===== src/rtl/intr_route_pkg.sv =====
// Package: shared types for the interrupt status/enable/routing unit.
// Assumes: one register is selected per access; NONE means unmapped.
package intr_route_pkg;

    typedef enum logic [2:0] {
        SEL_NONE  = 3'd0,
        SEL_PEND  = 3'd1,
        SEL_MASK  = 3'd2,
        SEL_FORCE = 3'd3,
        SEL_STEER = 3'd4
    } reg_sel_e;

    localparam int unsigned NUM_LINES = 2;   // index 0: normal, 1: fast

endpackage


===== src/rtl/intr_addr_decode.sv =====
// Module: intr_addr_decode
// Maps a byte offset onto the register it selects. Purely combinational.
// Assumes: exact offset match; any other offset decodes to SEL_NONE.
module intr_addr_decode
    import intr_route_pkg::*;
#(
    parameter int unsigned           ADDR_W    = 8,
    parameter logic [ADDR_W-1:0]     OFS_PEND  = 'h20,
    parameter logic [ADDR_W-1:0]     OFS_MASK  = 'h24,
    parameter logic [ADDR_W-1:0]     OFS_FORCE = 'h28,
    parameter logic [ADDR_W-1:0]     OFS_STEER = 'h2C
) (
    input  logic [ADDR_W-1:0] addr_i,
    output reg_sel_e          sel_o
);

    // Offset comparison to a single register select.
    always_comb begin
        if (addr_i == OFS_PEND)       sel_o = SEL_PEND;
        else if (addr_i == OFS_MASK)  sel_o = SEL_MASK;
        else if (addr_i == OFS_FORCE) sel_o = SEL_FORCE;
        else if (addr_i == OFS_STEER) sel_o = SEL_STEER;
        else                          sel_o = SEL_NONE;
    end

endmodule


===== src/rtl/intr_rw_reg.sv =====
// Module: intr_rw_reg
// Plain read/write configuration register with a load strobe.
// Assumes: synchronous active-low reset to zero.
module intr_rw_reg #(
    parameter int unsigned W = 32
) (
    input  logic         clk,
    input  logic         rst_n,
    input  logic         load_i,
    input  logic [W-1:0] d_i,
    output logic [W-1:0] q_o
);

    // Hold value; replace it on a load strobe.
    always_ff @(posedge clk) begin
        if (!rst_n)      q_o <= '0;
        else if (load_i) q_o <= d_i;
    end

endmodule


===== src/rtl/intr_pend_bank.sv =====
// Module: intr_pend_bank
// Sticky per-source pending bits. Clear is applied first, then events and
// software forces are ORed in, so a set always wins over a same-cycle clear.
// Assumes: masks are already qualified by the write strobe and decode.
module intr_pend_bank #(
    parameter int unsigned N_SRC = 32
) (
    input  logic             clk,
    input  logic             rst_n,
    input  logic [N_SRC-1:0] clr_mask_i,
    input  logic [N_SRC-1:0] force_mask_i,
    input  logic [N_SRC-1:0] event_i,
    output logic [N_SRC-1:0] pend_o
);

    for (genvar i = 0; i < N_SRC; i++) begin : g_bit
        // One pending flop: set on event or force, else clear on acknowledge.
        always_ff @(posedge clk) begin
            if (!rst_n)
                pend_o[i] <= 1'b0;
            else
                pend_o[i] <= (pend_o[i] & ~clr_mask_i[i])
                             | event_i[i] | force_mask_i[i];
        end
    end

endmodule


===== src/rtl/intr_line_combine.sv =====
// Module: intr_line_combine
// Reduces active sources onto the two output lines and registers them.
// Assumes: steer bit 0 selects line 0 (normal), 1 selects line 1 (fast).
module intr_line_combine
    import intr_route_pkg::*;
#(
    parameter int unsigned N_SRC = 32
) (
    input  logic                 clk,
    input  logic                 rst_n,
    input  logic [N_SRC-1:0]     pend_i,
    input  logic [N_SRC-1:0]     mask_i,
    input  logic [N_SRC-1:0]     steer_i,
    output logic [NUM_LINES-1:0] line_o
);

    logic [N_SRC-1:0] active;

    // Sources that are both pending and unmasked.
    always_comb active = pend_i & mask_i;

    for (genvar k = 0; k < NUM_LINES; k++) begin : g_line
        logic [N_SRC-1:0] pick;
        // Sources whose steer bit points at this line.
        always_comb pick = (k == 0) ? ~steer_i : steer_i;
        // Registered OR reduction for this line.
        always_ff @(posedge clk) begin
            if (!rst_n) line_o[k] <= 1'b0;
            else        line_o[k] <= |(active & pick);
        end
    end

endmodule


===== src/rtl/intr_route_hub.sv =====
// Module: intr_route_hub (top)
// Interrupt aggregation unit: pending, mask, force and steer registers
// behind a simple strobe-based register port, driving two interrupt lines.
// Assumes: wr_en_i and rd_en_i are sampled on the rising edge; read data is
// registered and returns pre-edge register contents.
module intr_route_hub
    import intr_route_pkg::*;
#(
    parameter int unsigned       N_SRC     = 32,
    parameter int unsigned       ADDR_W    = 8,
    parameter logic [ADDR_W-1:0] OFS_PEND  = 'h20,
    parameter logic [ADDR_W-1:0] OFS_MASK  = 'h24,
    parameter logic [ADDR_W-1:0] OFS_FORCE = 'h28,
    parameter logic [ADDR_W-1:0] OFS_STEER = 'h2C
) (
    input  logic              clk,
    input  logic              rst_n,
    input  logic              wr_en_i,
    input  logic              rd_en_i,
    input  logic [ADDR_W-1:0] addr_i,
    input  logic [N_SRC-1:0]  wr_data_i,
    output logic [N_SRC-1:0]  rd_data_o,
    input  logic [N_SRC-1:0]  hw_event_i,
    output logic              irq_o,
    output logic              fiq_o
);

    reg_sel_e             sel;
    logic [N_SRC-1:0]     pend_q;
    logic [N_SRC-1:0]     mask_q;
    logic [N_SRC-1:0]     steer_q;
    logic [N_SRC-1:0]     clr_mask;
    logic [N_SRC-1:0]     force_mask;
    logic [NUM_LINES-1:0] lines;

    intr_addr_decode #(
        .ADDR_W(ADDR_W), .OFS_PEND(OFS_PEND), .OFS_MASK(OFS_MASK),
        .OFS_FORCE(OFS_FORCE), .OFS_STEER(OFS_STEER)
    ) u_dec (
        .addr_i(addr_i),
        .sel_o (sel)
    );

    // Qualified write masks for the pending bank.
    always_comb begin
        clr_mask   = (wr_en_i && sel == SEL_PEND)  ? wr_data_i : '0;
        force_mask = (wr_en_i && sel == SEL_FORCE) ? wr_data_i : '0;
    end

    intr_rw_reg #(.W(N_SRC)) u_mask (
        .clk(clk), .rst_n(rst_n),
        .load_i(wr_en_i && sel == SEL_MASK),
        .d_i(wr_data_i), .q_o(mask_q)
    );

    intr_rw_reg #(.W(N_SRC)) u_steer (
        .clk(clk), .rst_n(rst_n),
        .load_i(wr_en_i && sel == SEL_STEER),
        .d_i(wr_data_i), .q_o(steer_q)
    );

    intr_pend_bank #(.N_SRC(N_SRC)) u_pend (
        .clk(clk), .rst_n(rst_n),
        .clr_mask_i(clr_mask), .force_mask_i(force_mask),
        .event_i(hw_event_i), .pend_o(pend_q)
    );

    intr_line_combine #(.N_SRC(N_SRC)) u_comb (
        .clk(clk), .rst_n(rst_n),
        .pend_i(pend_q), .mask_i(mask_q), .steer_i(steer_q),
        .line_o(lines)
    );

    // Output line mapping.
    always_comb begin
        irq_o = lines[0];
        fiq_o = lines[1];
    end

    // Registered read mux; zero when idle or unmapped.
    always_ff @(posedge clk) begin
        if (!rst_n) begin
            rd_data_o <= '0;
        end else if (rd_en_i) begin
            case (sel)
                SEL_PEND, SEL_FORCE: rd_data_o <= pend_q;
                SEL_MASK:            rd_data_o <= mask_q;
                SEL_STEER:           rd_data_o <= steer_q;
                default:             rd_data_o <= '0;
            endcase
        end else begin
            rd_data_o <= '0;
        end
    end

endmodule


===== config.mk =====
export PLATFORM = sky130hd
export DESIGN_NAME = intr_route_hub
export DESIGN_NICKNAME = d
export VERILOG_FILES = /design/src/rtl/intr_route_pkg.sv /design/src/rtl/intr_addr_decode.sv /design/src/rtl/intr_rw_reg.sv /design/src/rtl/intr_pend_bank.sv /design/src/rtl/intr_line_combine.sv /design/src/rtl/intr_route_hub.sv
export SDC_FILE = /design/constraint.sdc
export NUM_CORES = 1
export LEC_CHECK = 0
export ABC_CLOCK_PERIOD_IN_PS = 2200
export BUFFER_PORTS_ARGS = -buffer_cell sky130_fd_sc_hd__buf_2
export CORE_ASPECT_RATIO = 0.75
export CORE_UTILIZATION = 45
export CTS_BUF_LIST = sky130_fd_sc_hd__clkbuf_4 sky130_fd_sc_hd__clkbuf_8
export CTS_CLUSTER_DIAMETER = 50
export DETAILED_ROUTE_END_ITERATION = 6
export GPL_ROUTABILITY_DRIVEN = 0
export PLACE_DENSITY = 0.67
export SYNTH_ARGS = -nofsm -noshare
export SYNTH_HDL_FRONTEND = slang
export SYNTH_SLANG_ARGS = --single-unit
export TNS_END_PERCENT = 30

===== constraint.sdc =====
create_clock -name clk -period 2.2 [get_ports clk]
set_input_delay 0.11 -clock clk [delete_from_list [all_inputs] [get_ports clk]]
set_output_delay 0.11 -clock clk [all_outputs]
set_load 0.02 [all_outputs]

Yosys cells after proc, flatten, opt, wreduce, memory -nomap -nowiden --
Index checks and enable logic that the tools add are counted.
Word-level totals: output and inout bits 34, input port bits 76, logic and storage cells 192, flip-flop bits (word level) 130
Cells by class: reductions and logical operators 8, mux-type cells 7, equal/unequal tests 8, bitwise operators 132
Operators with widths (number):
- bitwise AND 32 bit | 3
- case mux 32 bit (3 select lines) | 1
- two-way mux 32 bit | 2
- bitwise OR 1 bit | 64
- OR reduction 32 bit | 2
- bitwise AND 1 bit | 32
- == test 8 x 6 -> 1 bit (second input constant) | 4
- inverter 1 bit | 32
- inverter 32 bit | 1
- two-way mux 3 bit | 4
- == test 3 x 2 -> 1 bit (second input constant) | 2
- logical AND 1 bit | 4
- == test 3 x 1 -> 1 bit (second input constant) | 1
- == test 3 bit (second input constant) | 1
- AND reduction 2 bit | 1
- OR reduction 2 bit | 1

Depth between registers and ports, before layout --
Gate-level depths: netlist of the first run.
depth in word-level cells 12, depth in mapped cells 6

By module --
From an unflattened synthesis of the first run, not the netlist that was laid out.
Unflattened totals: cells, all modules 636, area total of the unflattened synthesis 6231.0 µm²
By module, submodules not included:
- intr_rw_reg | area each 1243.7 µm², sequential area each 640.6 µm², times used 2, cells an instance 103
- intr_route_hub | area each 1959.4 µm², sequential area each 640.6 µm², times used 1, cells an instance 228
- intr_pend_bank | area each 1194.9 µm², sequential area each 640.6 µm², times used 1, cells an instance 99
- intr_line_combine | area each 544.3 µm², sequential area each 40.0 µm², times used 1, cells an instance 97
- intr_addr_decode | area each 45.0 µm², sequential area each 0.0 µm², times used 1, cells an instance 6

Worst setup path after synthesis of the first run --
No wires, ideal clock.
path type input to register, start input port addr_i[7], end register u_pend.pend_o[12], library setup time 0.120 ns, data required time 2.080 ns, cell stages on the path 5, slack 0.600 ns, path buffers 1, arrival time 1.480 ns, path through or4_4 nor4b_4 buf_6 a21boi_1 o31a_1
Between the ends: cells in the longest elaborated chain, start to end 12
Ends and longest elaborated chain:
- from (decl) | line intr_route_hub.sv:20 | input logic [ADDR_W-1:0] addr_i,
- == test 8 x 6 -> 1 bit | line intr_addr_decode.sv:22 | else if (addr_i == OFS_STEER) sel_o = SEL_STEER;
- two-way mux 3 bit | line intr_addr_decode.sv:22
- two-way mux 3 bit | line intr_addr_decode.sv:21 | else if (addr_i == OFS_FORCE) sel_o = SEL_FORCE;
- two-way mux 3 bit | line intr_addr_decode.sv:20 | else if (addr_i == OFS_MASK) sel_o = SEL_MASK;
- two-way mux 3 bit (*) | line intr_addr_decode.sv:19 | if (addr_i == OFS_PEND) sel_o = SEL_PEND;
- == test 3 x 1 -> 1 bit | line intr_route_hub.sv:46 | clr_mask = (wr_en_i && sel == SEL_PEND) ? wr_data_i : '0;
- logical AND 1 bit | line intr_route_hub.sv:46
- two-way mux 32 bit | line intr_route_hub.sv:46
- inverter 1 bit | line intr_pend_bank.sv:22 | pend_o[i] <= (pend_o[i] & ~clr_mask_i[i])
- bitwise AND 1 bit | line intr_pend_bank.sv:22
- bitwise OR 1 bit | line intr_pend_bank.sv:23 | | event_i[i] | force_mask_i[i];
- bitwise OR 1 bit (*) | line intr_pend_bank.sv:23
- to (signal, indexed assignment) | line intr_pend_bank.sv:22
- to (decl) | line intr_pend_bank.sv:13 | output logic [N_SRC-1:0] pend_o
Every way passes the cells marked *; elsewhere a longest branch is shown, timed or not. A chain may end at the register's enable or synchronous reset.

Worst setup path after layout of the first run --
Same ends and word-level chain as after synthesis.

==> summary.txt, run 1 <==
Status
  • Outcome: completed

Final layout
  • Fillers: 1072
  • Area grow syn2layout: 29.5%
  • Post-Route Utilization: 60.9%
  • Multi-input gate area: about 0.003 mm2
  • N_diodes: 0
  • Layout cells sized above 1: 20.6%
  • Post-layout nets: 872
  • Fin area: 0.00763 mm2
  • Storage cell area: 0.00260 mm2

Placed design
  • HPWL after detailed placement: between 10000 and 15000 um
  • Pre-CTS setup slack: 0.338 ns
  • Port bufs: between 100 and 150
  • Placed Area: about 0.0066 mm2

Power
  • Switching Fraction: 23.2%
  • Leak pwr: 3.14 nW
  • Seq pwr share: 48.1%
  • Clock Power Share: 43.7%
  • Combinational Power Share: 8.2%
  • Design Power: roughly 5.1 mW
  • PD cells: 667 mW/mm2
  • VDD IR max: 0.406 mV
  • Psw: 1.18 mW
  • Internal: 3.91 mW

Timing
  • TNS Setup: 0 ns
  • Clk_skew: 0.0103 ns
  • Fmax: roughly 710 MHz
  • Setup ws final: a little under 0.8 ns
  • Min Tclk post-route: 1.41 ns
  • Final setup violation count: 0
  • RSZ-0062 raised after global routing: false
  • Final cycle utilization of the critical path: 64.3%
  • Final Max Slew Viols: 0
  • Worst Tran Pin Value: between 0.5 and 0.6 ns
  • Final hold violation count: 0
  • Rel. slew slack: 61.1%

Yosys
  • Asr flop ratio synth: 0%
  • Ys flop type: dfxtp_1
  • Mapped Area: 0.00589 mm2
  • Yosys top cell area share: 44.2%
  • Post-synthesis compound-gate area fraction: between 10% and 20%
  • Sequential fraction of the synthesis area: roughly 44%
  • Mapped Nets: 709
  • Count leader, synth: dfxtp_1
  • Post-synth EDFFs: 0
  • Post-synthesis mux area share: between 10% and 20%
  • Post-synthesis simple-gate area fraction: 19.7%
  • Post-synthesis xor/xnor area fraction: 0%
  • Main combinational cell family by area after synthesis: simple AND/OR/NAND/NOR gates
  • Synth Warn #: 0
  • Top cells by area, synth: dfxtp_1 44%, mux2i_1 16%, nand2_1 7.8%
  • Avg Inst Size Synth: 9.31 um2
  • Area leader, netlist: dfxtp_1
  • Synth top cells by count: 130 x dfxtp_1, 122 x nand2_1, 96 x mux2i_1
  • Post-Synth Adder-Cell Area: 0%
  • Number of distinct library cells after synthesis: 32
  • #FFs+latches synth: 130
  • Cells after Synth: 633

CTS
  • Reg clk slew, reported paths: roughly 0.070 ns
  • Hold-fix buffers, CTS: 63
  • Root Buffer: clkbuf_8
  • Total clock buffers created by CTS: 17
  • TritonCTS Sinks: 130
  • CTS tree: built
  • Worst-Skew Late Latency: 0.45 ns
  • Post-CTS resize count: 0
  • CTS H-tree depth: 4
  • Clk buf depth: 2
  • Post-CTS Setup Bufs: 0

GRT
  • Initial antenna violation count: 0
  • GRT Total Usage: 25.9%
  • Global route overflow: 0
  • Largest net degree at the start of global routing: 130
  • Number of global-route vias before repair: around 5300
  • First-pass GRT wire length: between 20000 and 30000 um

Setup path
  • CP max FO: 29
  • Worst path cell trace: buf_2 > or4_4 > nor4b_4 > buf_12 > a21boi_1 > o31a_1
  • Reg2reg setup slack: 0.88 ns
  • CP Depth: 6
  • CP Data Required Time: 2.53 ns
  • Worst R2R Path Depth: 4
  • CP top delay family: simple AND/OR/NAND/NOR gates
  • Crit-path max cell delay: between 0.5 and 0.6 ns
  • Worst path slowest cell: or4_4
  • CP Launch Type: input port
  • WP data arrival: 1.74 ns
  • Worst Path Buf+Inv: 2
  • Worst setup EP type: flip-flop
  • Setup CP Type: in -> reg

Route
  • First-pass DRT Iterations: 5
  • Wire length on met3: 987 um
  • DR DRC count: 0
  • 1st-iter DRT viols: 426
  • DR vias/cell: 5.50
  • Drt total wl: 16900 um
  • Met2 wire length: 7330 um
  • Vias: 5361
  • Antenna Nets Post-Route: 0
  • Uppermost layer routed: met4
  • DR WL/cell: between 15 and 20 um
  • Wl on met1: between 8000 and 9000 um

Floorplanning
  • Die area: approximately 0.014 mm2
  • FP Rows: 35
  • Starting Density: between 40% and 50%
  • Die span in y: ~100 um
  • Die width: 134 um
  • CORE AREA: around 0.013 mm2
  • IO Pins: 110

Hold path
  • Hold depth: 3
  • Worst min path class: in -> reg

Run
  • Max-cap viol count: 0
power by group through the flow:
| stage | clock (mW) | combinational (mW) | sequential [mW] |
|---|---|---|---|
| 4_1_cts | 2.26 | 0.414 | 2.45 |
| 3_5_place_dp | 0 | 0.327 | 2.50 |
| 2_1_floorplan | 0 | 0.197 | 2.48 |
| 3_3_place_gp | 0 | 0.312 | 2.50 |
| 6_report | 2.22 | 0.419 | 2.45 |
| 5_1_grt | 2.40 | 0.453 | 2.45 |
state kept, by name, summed over array words and instances (netlist names):
register / flops
rd_data_o: 32
u_comb.line_o: 2
u_pend.pend_o: 32
u_steer.q_o: 32
u_mask.q_o: 32
placed cells by master, fill, tap and decap left out, drive strengths merged:
cell	synthesis	final
nor2	34	34
or2b	1	1
a41oi	1	1
o22ai	12	12
mux2i	96	96
nor2b	1	1
inv	2	2
o31a	32	32
clkinv	0	3
nor4b	1	1
nor3	3	3
buf	16	126
dlygate4sd3	1	63
a211oi	32	32
bufinv	0	3
dfxtp	130	130
nand3b	6	6
clkinvlp	0	2
o2111ai	2	2
nand2	122	122
and3	33	33
nand4	8	8
nor4	4	4
nand3	33	33
and3b	1	1
or4	1	1
clkbuf	28	24
a21boi	32	32
a21oi	1	1
worst paths after layout:
path / startpoint / endpoint
hold / removal: wr_data_i[30] / u_mask.q_o[30]
setup reg to reg: u_pend.pend_o[11] / u_comb.line_o[1]
hold reg to reg: u_mask.q_o[7] / u_mask.q_o[7]
setup / recovery: addr_i[7] / u_pend.pend_o[12]
worst reg2reg max path: cells and delay by family, from the launching register on:
family             cells  cell delay, ns
and+or+nand+nor        3            0.67
DFF                    1            0.37
AOI/OAI and AO/OA      1            0.13
routing by layer:
metal	track usage [%]	vias to the layer above
li1	-	2604
met1	36.5	2530
met2	39.0	202
met3	4.63	25
met4	11.3	0
met5	0	-
final cells by class:
| class | instances | share of cell area [%] |
|---|---|---|
| multi-input cells | 456 | 39.4 |
| inverters | 2 | 0.0984 |
| clock buffers | 24 | 4.16 |
| clock inverters | 8 | 1.62 |
| repair buffers | 189 | 17.9 |
| flip-flops and latches | 130 | 34.1 |
| well taps | 166 | 2.72 |
cells by family after synthesis:
logic type	count (synthesis)
flip-flops	130
buffers and inverters	47
AO/OA/AOI/OAI	112
AND/OR/NAND/NOR	248
multiplexers	96
metrics by stage:
stage | hold slack [ns] | instances
final | 0.0207 | 975
after global routing | 0.0164 | 975
after CTS | 0.00197 | 975
after detailed placement | 0.335 | 880
after global placement | 0.333 | 880
after floorplan | 0.246 | 633
No activity file was read; power rests on OpenSTA's default activity.
==> inputs of run 2 (changes only) <==
ABC_AREA = 1   (was unset)
ABC_CLOCK_PERIOD_IN_PS = 1200   (was 2200)
PLACE_DENSITY = 0.7   (was 0.67)
clock period = 1.2 ns   (was 2.2 ns; I/O delays follow)
==> summary.txt, run 2 <==
Status
  • Outcome: completed (unchanged)

Setup path
  • Worst R2R Path Depth: 7 (was 4)
  • Reg2reg setup slack: 0.08 ns (was 0.88 ns)
  • Setup CP Type: reg -> reg (was in -> reg)
  • CP Data Required Time: 1.53 ns (was 2.53 ns)
  • Origin of the critical flop-to-flop path: u_steer.q_o[1] (was u_pend.pend_o[11])
  • CP max FO: 3 (was 29)
  • CP Launch Type: flip-flop (was input port)
  • Worst setup EP type: flip-flop (unchanged)
  • R2R Path End: u_comb.line_o[0] (was u_comb.line_o[1])
  • WP data arrival: 1.45 ns (was 1.74 ns)

Hold path
  • Hold depth: 4 (was 3)
  • Worst Hold End: rd_data_o[4] (was u_mask.q_o[30])
  • Hold Crit Start: rd_en_i (was wr_data_i[30])
  • Worst min path class: in -> reg (unchanged)

GRT
  • Number of global-route vias before repair: 5793 (was 5262)
  • GRT Total Usage: 26.6% (was 25.9%)
  • Initial antenna violation count: 2 (was 0)
  • Largest net degree at the start of global routing: 47 (was 130)
  • First-pass GRT wire length: 28000 um (was 26900 um)
  • Global route overflow: 0 (unchanged)

Yosys
  • Area leader, netlist: dfxtp_1 (unchanged)
  • Mapped Nets: 945 (was 709)
  • Mapped Area: 0.00580 mm2 (was 0.00589 mm2)
  • Synth top cells by count: 201 x nand2_1, 130 x a21oi_1, 130 x dfxtp_1 (was 130 x dfxtp_1, 122 x nand2_1, 96 x mux2i_1)
  • Number of distinct library cells after synthesis: 18 (was 32)
  • Yosys top cell area share: 44.9% (was 44.2%)
  • Post-synth EDFFs: 0 (unchanged)
  • Cells after Synth: 869 (was 633)
  • Synth Warn #: 0 (unchanged)
  • Ys flop type: dfxtp_1 (unchanged)
  • Sequential fraction of the synthesis area: 44.9% (was 44.2%)
  • Avg Inst Size Synth: 6.67 um2 (was 9.31 um2)
  • Count leader, synth: nand2_1 (was dfxtp_1)
  • #FFs+latches synth: 130 (unchanged)
  • Asr flop ratio synth: 0% (unchanged)
  • Top cells by area, synth: dfxtp_1 45%, nand2_1 13%, a21oi_1 11% (was dfxtp_1 44%, mux2i_1 16%, nand2_1 7.8%)

Route
  • DR WL/cell: 13.9 um (was 17.3 um)
  • First-pass DRT Iterations: 5 (unchanged)
  • DR DRC count: 0 (unchanged)
  • 1st-iter DRT viols: 518 (was 426)
  • Antenna Nets Post-Route: 0 (unchanged)
  • Drt total wl: 17000 um (was 16900 um)
  • Vias: 6221 (was 5361)
  • DR vias/cell: 5.07 (was 5.50)

Timing
  • RSZ-0062 raised after global routing: false (unchanged)
  • Final hold violation count: 0 (unchanged)
  • Fmax: 894 MHz
  • Min Tclk post-route: 1.12 ns
  • Final setup violation count: 0 (unchanged)
  • Setup ws final: 0.0819 ns (was 0.786 ns)
  • Final Max Slew Viols: 0 (unchanged)
  • Worst Tran Pin Value: 0.272 ns (was 0.583 ns)
  • Clk_skew: 0.0102 ns (was 0.0103 ns)
  • TNS Setup: 0 ns (unchanged)
  • Final cycle utilization of the critical path: 93.2%
  • Rel. slew slack: 81.8% (was 61.1%)

CTS
  • Clk buf depth: 2 (unchanged)
  • Post-CTS Setup Bufs: 0 (unchanged)
  • Reg clk slew, reported paths: 0.08 ns (was 0.07 ns)
  • TritonCTS Sinks: 130 (unchanged)
  • Worst-Skew Late Latency: 0.45 ns (about the same)
  • Total clock buffers created by CTS: 17 (unchanged)
  • CTS tree: built (unchanged)
  • Root Buffer: clkbuf_8 (unchanged)
  • CTS H-tree depth: 4 (unchanged)

Power
  • Leak pwr: 3.48 nW (was 3.14 nW)
  • Design Power: 9.18 mW (was 5.09 mW)
  • PD cells: 1180 mW/mm2 (was 667 mW/mm2)
  • VDD IR max: 0.713 mV (was 0.406 mV)

Floorplanning
  • IO Pins: 110 (unchanged)
  • Die area: 0.0134 mm2 (was 0.0136 mm2)
  • FP Rows: 35 (unchanged)
  • CORE AREA: 0.0124 mm2 (was 0.0125 mm2)
  • Die span in y: 100 um (was 101 um)
  • Starting Density: 46.6% (was 47.1%)
  • Die width: 133 um (was 134 um)

Placed design
  • Pre-CTS setup slack: -0.148 ns (was 0.338 ns)
  • Port bufs: 109 (unchanged)
  • Dpl cells: 1131 (was 880)
  • HPWL after detailed placement: 11100 um (was 11300 um)

Final layout
  • Commonest non-fill, non-tap cells in the layout: 201 x nand2_1, 130 x a21oi_1, 130 x dfxtp_1, 121 x nand3_1, 119 x nor2_1 (was 130 x dfxtp_1, 122 x nand2_1, 108 x buf_2, 96 x mux2i_1, 63 x dlygate4sd3_1)
  • Final std cells w/o fill: 1228 (was 975)
  • Post-Route Utilization: 62.5% (was 60.9%)
  • Fillers: 1142 (was 1072)
  • Most common cell after layout, fill and taps aside: nand2_1 (was dfxtp_1)
  • Area grow syn2layout: 34.0% (was 29.5%)
  • Post-layout nets: 1124 (was 872)
  • Layout cells sized above 1: 17.5% (was 20.6%)

Run
  • Max-cap viol count: 0 (unchanged)
==> run 2: cell types whose count changed after synthesis, moves of 28 or more <==
cell | before | now
a211oi_1 | 32 | 0
a21boi_1 | 28 | 0
a21oi_1 | 1 | 130
and3_1 | 33 | 0
inv_1 | 2 | 69
mux2i_1 | 96 | 0
nand2_1 | 122 | 201
nand3_1 | 33 | 121
nor2_1 | 34 | 121
o21ai_0 | 0 | 39
o31a_1 | 32 | 0
==> run 2: routing by layer <==
layer	global-route usage, %	wire (um)
met1	34.9	7950
met2	44.2	7920
met3	6.21	1030
met4	6.82	123
met5	0	11
==> run 2: how the worst max path moves through the flow <==
stage | startpoint | end | slack (ns)
after global routing | u_steer.q_o[1] | u_comb.line_o[0] | 0.02
after CTS | u_steer.q_o[12] | u_comb.line_o[0] | 0.06
final | u_steer.q_o[1] | u_comb.line_o[0] | 0.08
after global placement | addr_i[7] | u_pend.pend_o[28] | -0.10
after floorplan | addr_i[7] | u_steer.q_o[10] | 0.07
after detailed placement | addr_i[7] | u_pend.pend_o[19] | -0.15
==> run 2: repair_timing <==
item	CTS	global route
hold endpoints to repair	96	0
hold buffers	64	0
endpoints found under the setup margin	0	1
resized for setup	0	1
==> run 2: worst max-delay path, stage by stage, from the launching register on <==
cell     delay (ns)
dfxtp_1        0.35
inv_1          0.07
nand3_1        0.06
nand2_1        0.05
nor2_1         0.16
nand2_1        0.08
nor2_1         0.13
a21oi_1        0.10
==> run 2: stage by stage <==
stage	hold WS [ns]	cell area (um2)
after detailed placement	0.310	6700
after global placement	0.307	6700
after global routing	0.0934	7770
after CTS	0.0671	7770
after floorplan	0.198	5800
final	0.0765	7770
==> run 2: power breakdown <==
part	total [mW]	switching, mW	internal (mW)
combinational	0.701	0.356	0.345
sequential	4.48	0.0868	4.39
clock	4.00	1.72	2.28
total	9.18	2.16	7.02
==> run 2: final cells by class <==
cell class / instances / area [um2] / area share (%)
Sequential cell: 130 / 2600 / 33.5
Clock inverter: 9 / 129 / 1.66
Multi-Input combinational cell: 621 / 2740 / 35.2
Clock buffer: 23 / 298 / 3.83
Inverter: 71 / 267 / 3.43
Antenna cell: 1 / 2.50 / 0.0322
Timing Repair Buffer: 207 / 1530 / 19.7
Tap cell: 166 / 208 / 2.67
==> run 2: logic make-up after synthesis <==
family / share of synthesized area (%)
AND/OR/NAND/NOR: 32.1
AO/OA/AOI/OAI: 14.9
flip-flops: 44.9
buffers and inverters: 8.07
==> inputs of run 3 (changes only) <==
--- a/config.mk
+++ b/config.mk
@@ -17,2 +17,3 @@
 export PLACE_DENSITY = 0.7
+export REMOVE_ABC_BUFFERS = 1
 export SYNTH_ARGS = -nofsm -noshare
==> constraint.sdc (replaced) <==
create_clock -name clk -period 1.2 [get_ports clk]
set_input_delay 0.12 -clock clk [delete_from_list [all_inputs] [get_ports clk]]
set_output_delay 0.12 -clock clk [all_outputs]
set_load 0.02 [all_outputs]
==> summary.txt, run 3 (same netlist as run 2, synthesis figures left out) <==
Final layout
  • Storage cell area: 0.00260 mm2 (unchanged)
  • Most common cell after layout, fill and taps aside: nand2_1 (unchanged)
  • Final std cells w/o fill: 1227 (was 1228)
  • Commonest non-fill, non-tap cells in the layout: 201 x nand2_1, 130 x a21oi_1, 130 x dfxtp_1, 121 x nand3_1, 120 x nor2_1 (was 201 x nand2_1, 130 x a21oi_1, 130 x dfxtp_1, 121 x nand3_1, 119 x nor2_1)
  • Layout cells sized above 1: 17.4% (was 17.5%)
  • Multi-input gate area: 0.00274 mm2 (about the same)
  • Post-Route Utilization: 62.1% (was 62.5%)
  • Area grow syn2layout: 33.0% (was 34.0%)
  • Post-layout nets: 1125 (was 1124)
  • Fillers: 1190 (was 1142)

Floorplanning
  • CORE AREA: 0.0124 mm2 (unchanged)
  • Starting Density: 46.6% (unchanged)
  • FP Rows: 35 (unchanged)
  • Die span in y: 100 um (unchanged)
  • Die area: 0.0134 mm2 (unchanged)
  • IO Pins: 110 (unchanged)
  • Die width: 133 um (unchanged)

Placed design
  • Port bufs: 109 (unchanged)
  • Pre-CTS setup slack: -0.205 ns (was -0.148 ns)
  • HPWL after detailed placement: 11100 um (about the same)
  • Dpl cells: 1132 (was 1131)

Setup path
  • Worst path cell trace: nand3_1 > o21ai_0 > nor2_1 > nand2_1 > nor2_1 > a21oi_1 (was inv_1 > nand3_1 > nand2_1 > nor2_1 > nand2_1 > nor2_1 > a21oi_1)
  • Worst path slowest cell: dfxtp_1 (unchanged)
  • CP top delay family: simple AND/OR/NAND/NOR gates (unchanged)
  • Crit-path max cell delay: 0.34 ns (was 0.35 ns)
  • CP max FO: 4 (was 3)
  • CP Data Required Time: 1.52 ns (was 1.53 ns)
  • Worst Path Buf+Inv: 0 (was 1)
  • Setup CP Type: reg -> reg (unchanged)
  • Worst R2R Path Depth: 6 (was 7)
  • CP Launch Type: flip-flop (unchanged)
  • Worst setup EP type: flip-flop (unchanged)
  • Most used cell along the critical path: nor2_1
  • WP data arrival: 1.43 ns (was 1.45 ns)
  • CP Depth: 6 (was 7)

CTS
  • TritonCTS Sinks: 130 (unchanged)
  • Clk buf depth: 2 (unchanged)
  • Root Buffer: clkbuf_8 (unchanged)
  • CTS H-tree depth: 4 (unchanged)
  • Total clock buffers created by CTS: 17 (unchanged)
  • Worst-Skew Late Latency: 0.44 ns (was 0.45 ns)
  • CTS tree: built (unchanged)
  • Post-CTS Setup Bufs: 0 (unchanged)
  • Post-CTS resize count: 0 (unchanged)
  • Reg clk slew, reported paths: 0.07 ns (was 0.08 ns)

Timing
  • Fmax: 899 MHz (was 894 MHz)
  • Clk_skew: 0.00771 ns (was 0.0102 ns)
  • Final Max Slew Viols: 0 (unchanged)
  • TNS Setup: 0 ns (unchanged)
  • Setup ws final: 0.0882 ns (was 0.0819 ns)
  • Worst hold margin: 0.0378 ns (was 0.0765 ns)
  • Min Tclk post-route: 1.11 ns (was 1.12 ns)
  • RSZ-0062 raised after global routing: false (unchanged)
  • Final hold violation count: 0 (unchanged)
  • Final cycle utilization of the critical path: 92.6% (was 93.2%)
  • Worst Tran Pin Value: 0.296 ns (was 0.272 ns)
  • Rel. slew slack: 80.3% (was 81.8%)
  • Final setup violation count: 0 (unchanged)

Power
  • PD cells: 1110 mW/mm2 (was 1180 mW/mm2)
  • Clock Power Share: 39.3% (was 43.6%)
  • VDD IR max: 0.753 mV (was 0.713 mV)
  • Switching Fraction: 24.2% (was 23.5%)
  • Combinational Power Share: 8.3% (was 7.6%)
  • Seq pwr share: 52.4% (was 48.8%)
  • Leak pwr: 3.45 nW (was 3.48 nW)
  • Psw: 2.07 mW (was 2.16 mW)
  • Internal: 6.48 mW (was 7.02 mW)

Status
  • Outcome: completed (unchanged)

GRT
  • GRT Total Usage: 27.4% (was 26.6%)
  • Number of global-route vias before repair: 5852 (was 5793)
  • First-pass GRT wire length: 28700 um (was 28000 um)
  • Initial antenna violation count: 1 (was 2)
  • Largest net degree at the start of global routing: 41 (was 47)
  • Global route overflow: 0 (unchanged)

Route
  • DR WL/cell: 14.0 um (was 13.9 um)
  • DR DRC count: 0 (unchanged)
  • 1st-iter DRT viols: 398 (was 518)
  • Drt total wl: 17200 um (was 17000 um)
  • DR vias/cell: 4.99 (was 5.07)
  • Antenna Nets Post-Route: 0 (unchanged)
  • Vias: 6122 (was 6221)
  • First-pass DRT Iterations: 4 (was 5)

Run
  • Max-cap viol count: 0 (unchanged)

Hold path
  • Worst min path class: in -> reg (unchanged)
  • Hold depth: 3 (was 4)
-- run 3: final cells by class --
type                    count  share of cell area (%)
multi-input cells         621                    35.5
inverters                  71                    3.45
diodes                      1                  0.0324
repair buffers            208                    20.1
clock buffers              25                    4.22
clock inverters             5                   0.357
flip-flops and latches    130                    33.7
well taps                 166                    2.69
-- run 3: tightest hold or removal path, cell delays in order --
cell and delay, ns:
buf_2 0.17, o21ai_0 0.09, a21oi_1 0.05
-- run 3: timing repair --
item                                    in CTS  in global routing
hold buffers                                64                  0
endpoints found under the setup margin       0                  0
hold endpoints to repair                    73                  0
-- run 3: per-stage QoR --
stage | area [um2] | total power, mW
after CTS | 7710 | 8.59
after global routing | 7710 | 8.91
after detailed placement | 6720 | 5.12
after floorplan | 5600 | 4.76
after global placement | 6720 | 5.11
final | 7720 | 8.55
-- run 3: worst paths after layout --
| check | slack, ns | endpoint | startpoint |
|---|---|---|---|
| hold reg to reg | 0.48 | u_steer.q_o[22] | u_steer.q_o[22] |
| setup reg to reg | 0.09 | u_comb.line_o[1] | u_pend.pend_o[21] |
| setup / recovery | 0.09 | u_comb.line_o[1] | u_pend.pend_o[21] |
| hold / removal | 0.04 | u_steer.q_o[2] | rst_n |
-- run 3: power groups by stage --
| stage | combinational [mW] | sequential, mW | clock (mW) |
|---|---|---|---|
| 6_report | 0.707 | 4.49 | 3.36 |
| 5_1_grt | 0.777 | 4.49 | 3.64 |
| 4_1_cts | 0.695 | 4.48 | 3.41 |
| 3_5_place_dp | 0.537 | 4.58 | 0 |
| 3_3_place_gp | 0.528 | 4.58 | 0 |
| 2_1_floorplan | 0.209 | 4.55 | 0 |
-- run 3: routing by layer --
layer / GRT usage (%) / part of all wire, % / up-vias
li1: - / - / 3170
met1: 35.8 / 47 / 2719
met2: 45.4 / 45 / 205
met3: 5.35 / 5.9 / 28
met4: 9.62 / 1.8 / 0
met5: 0 / 0 / -
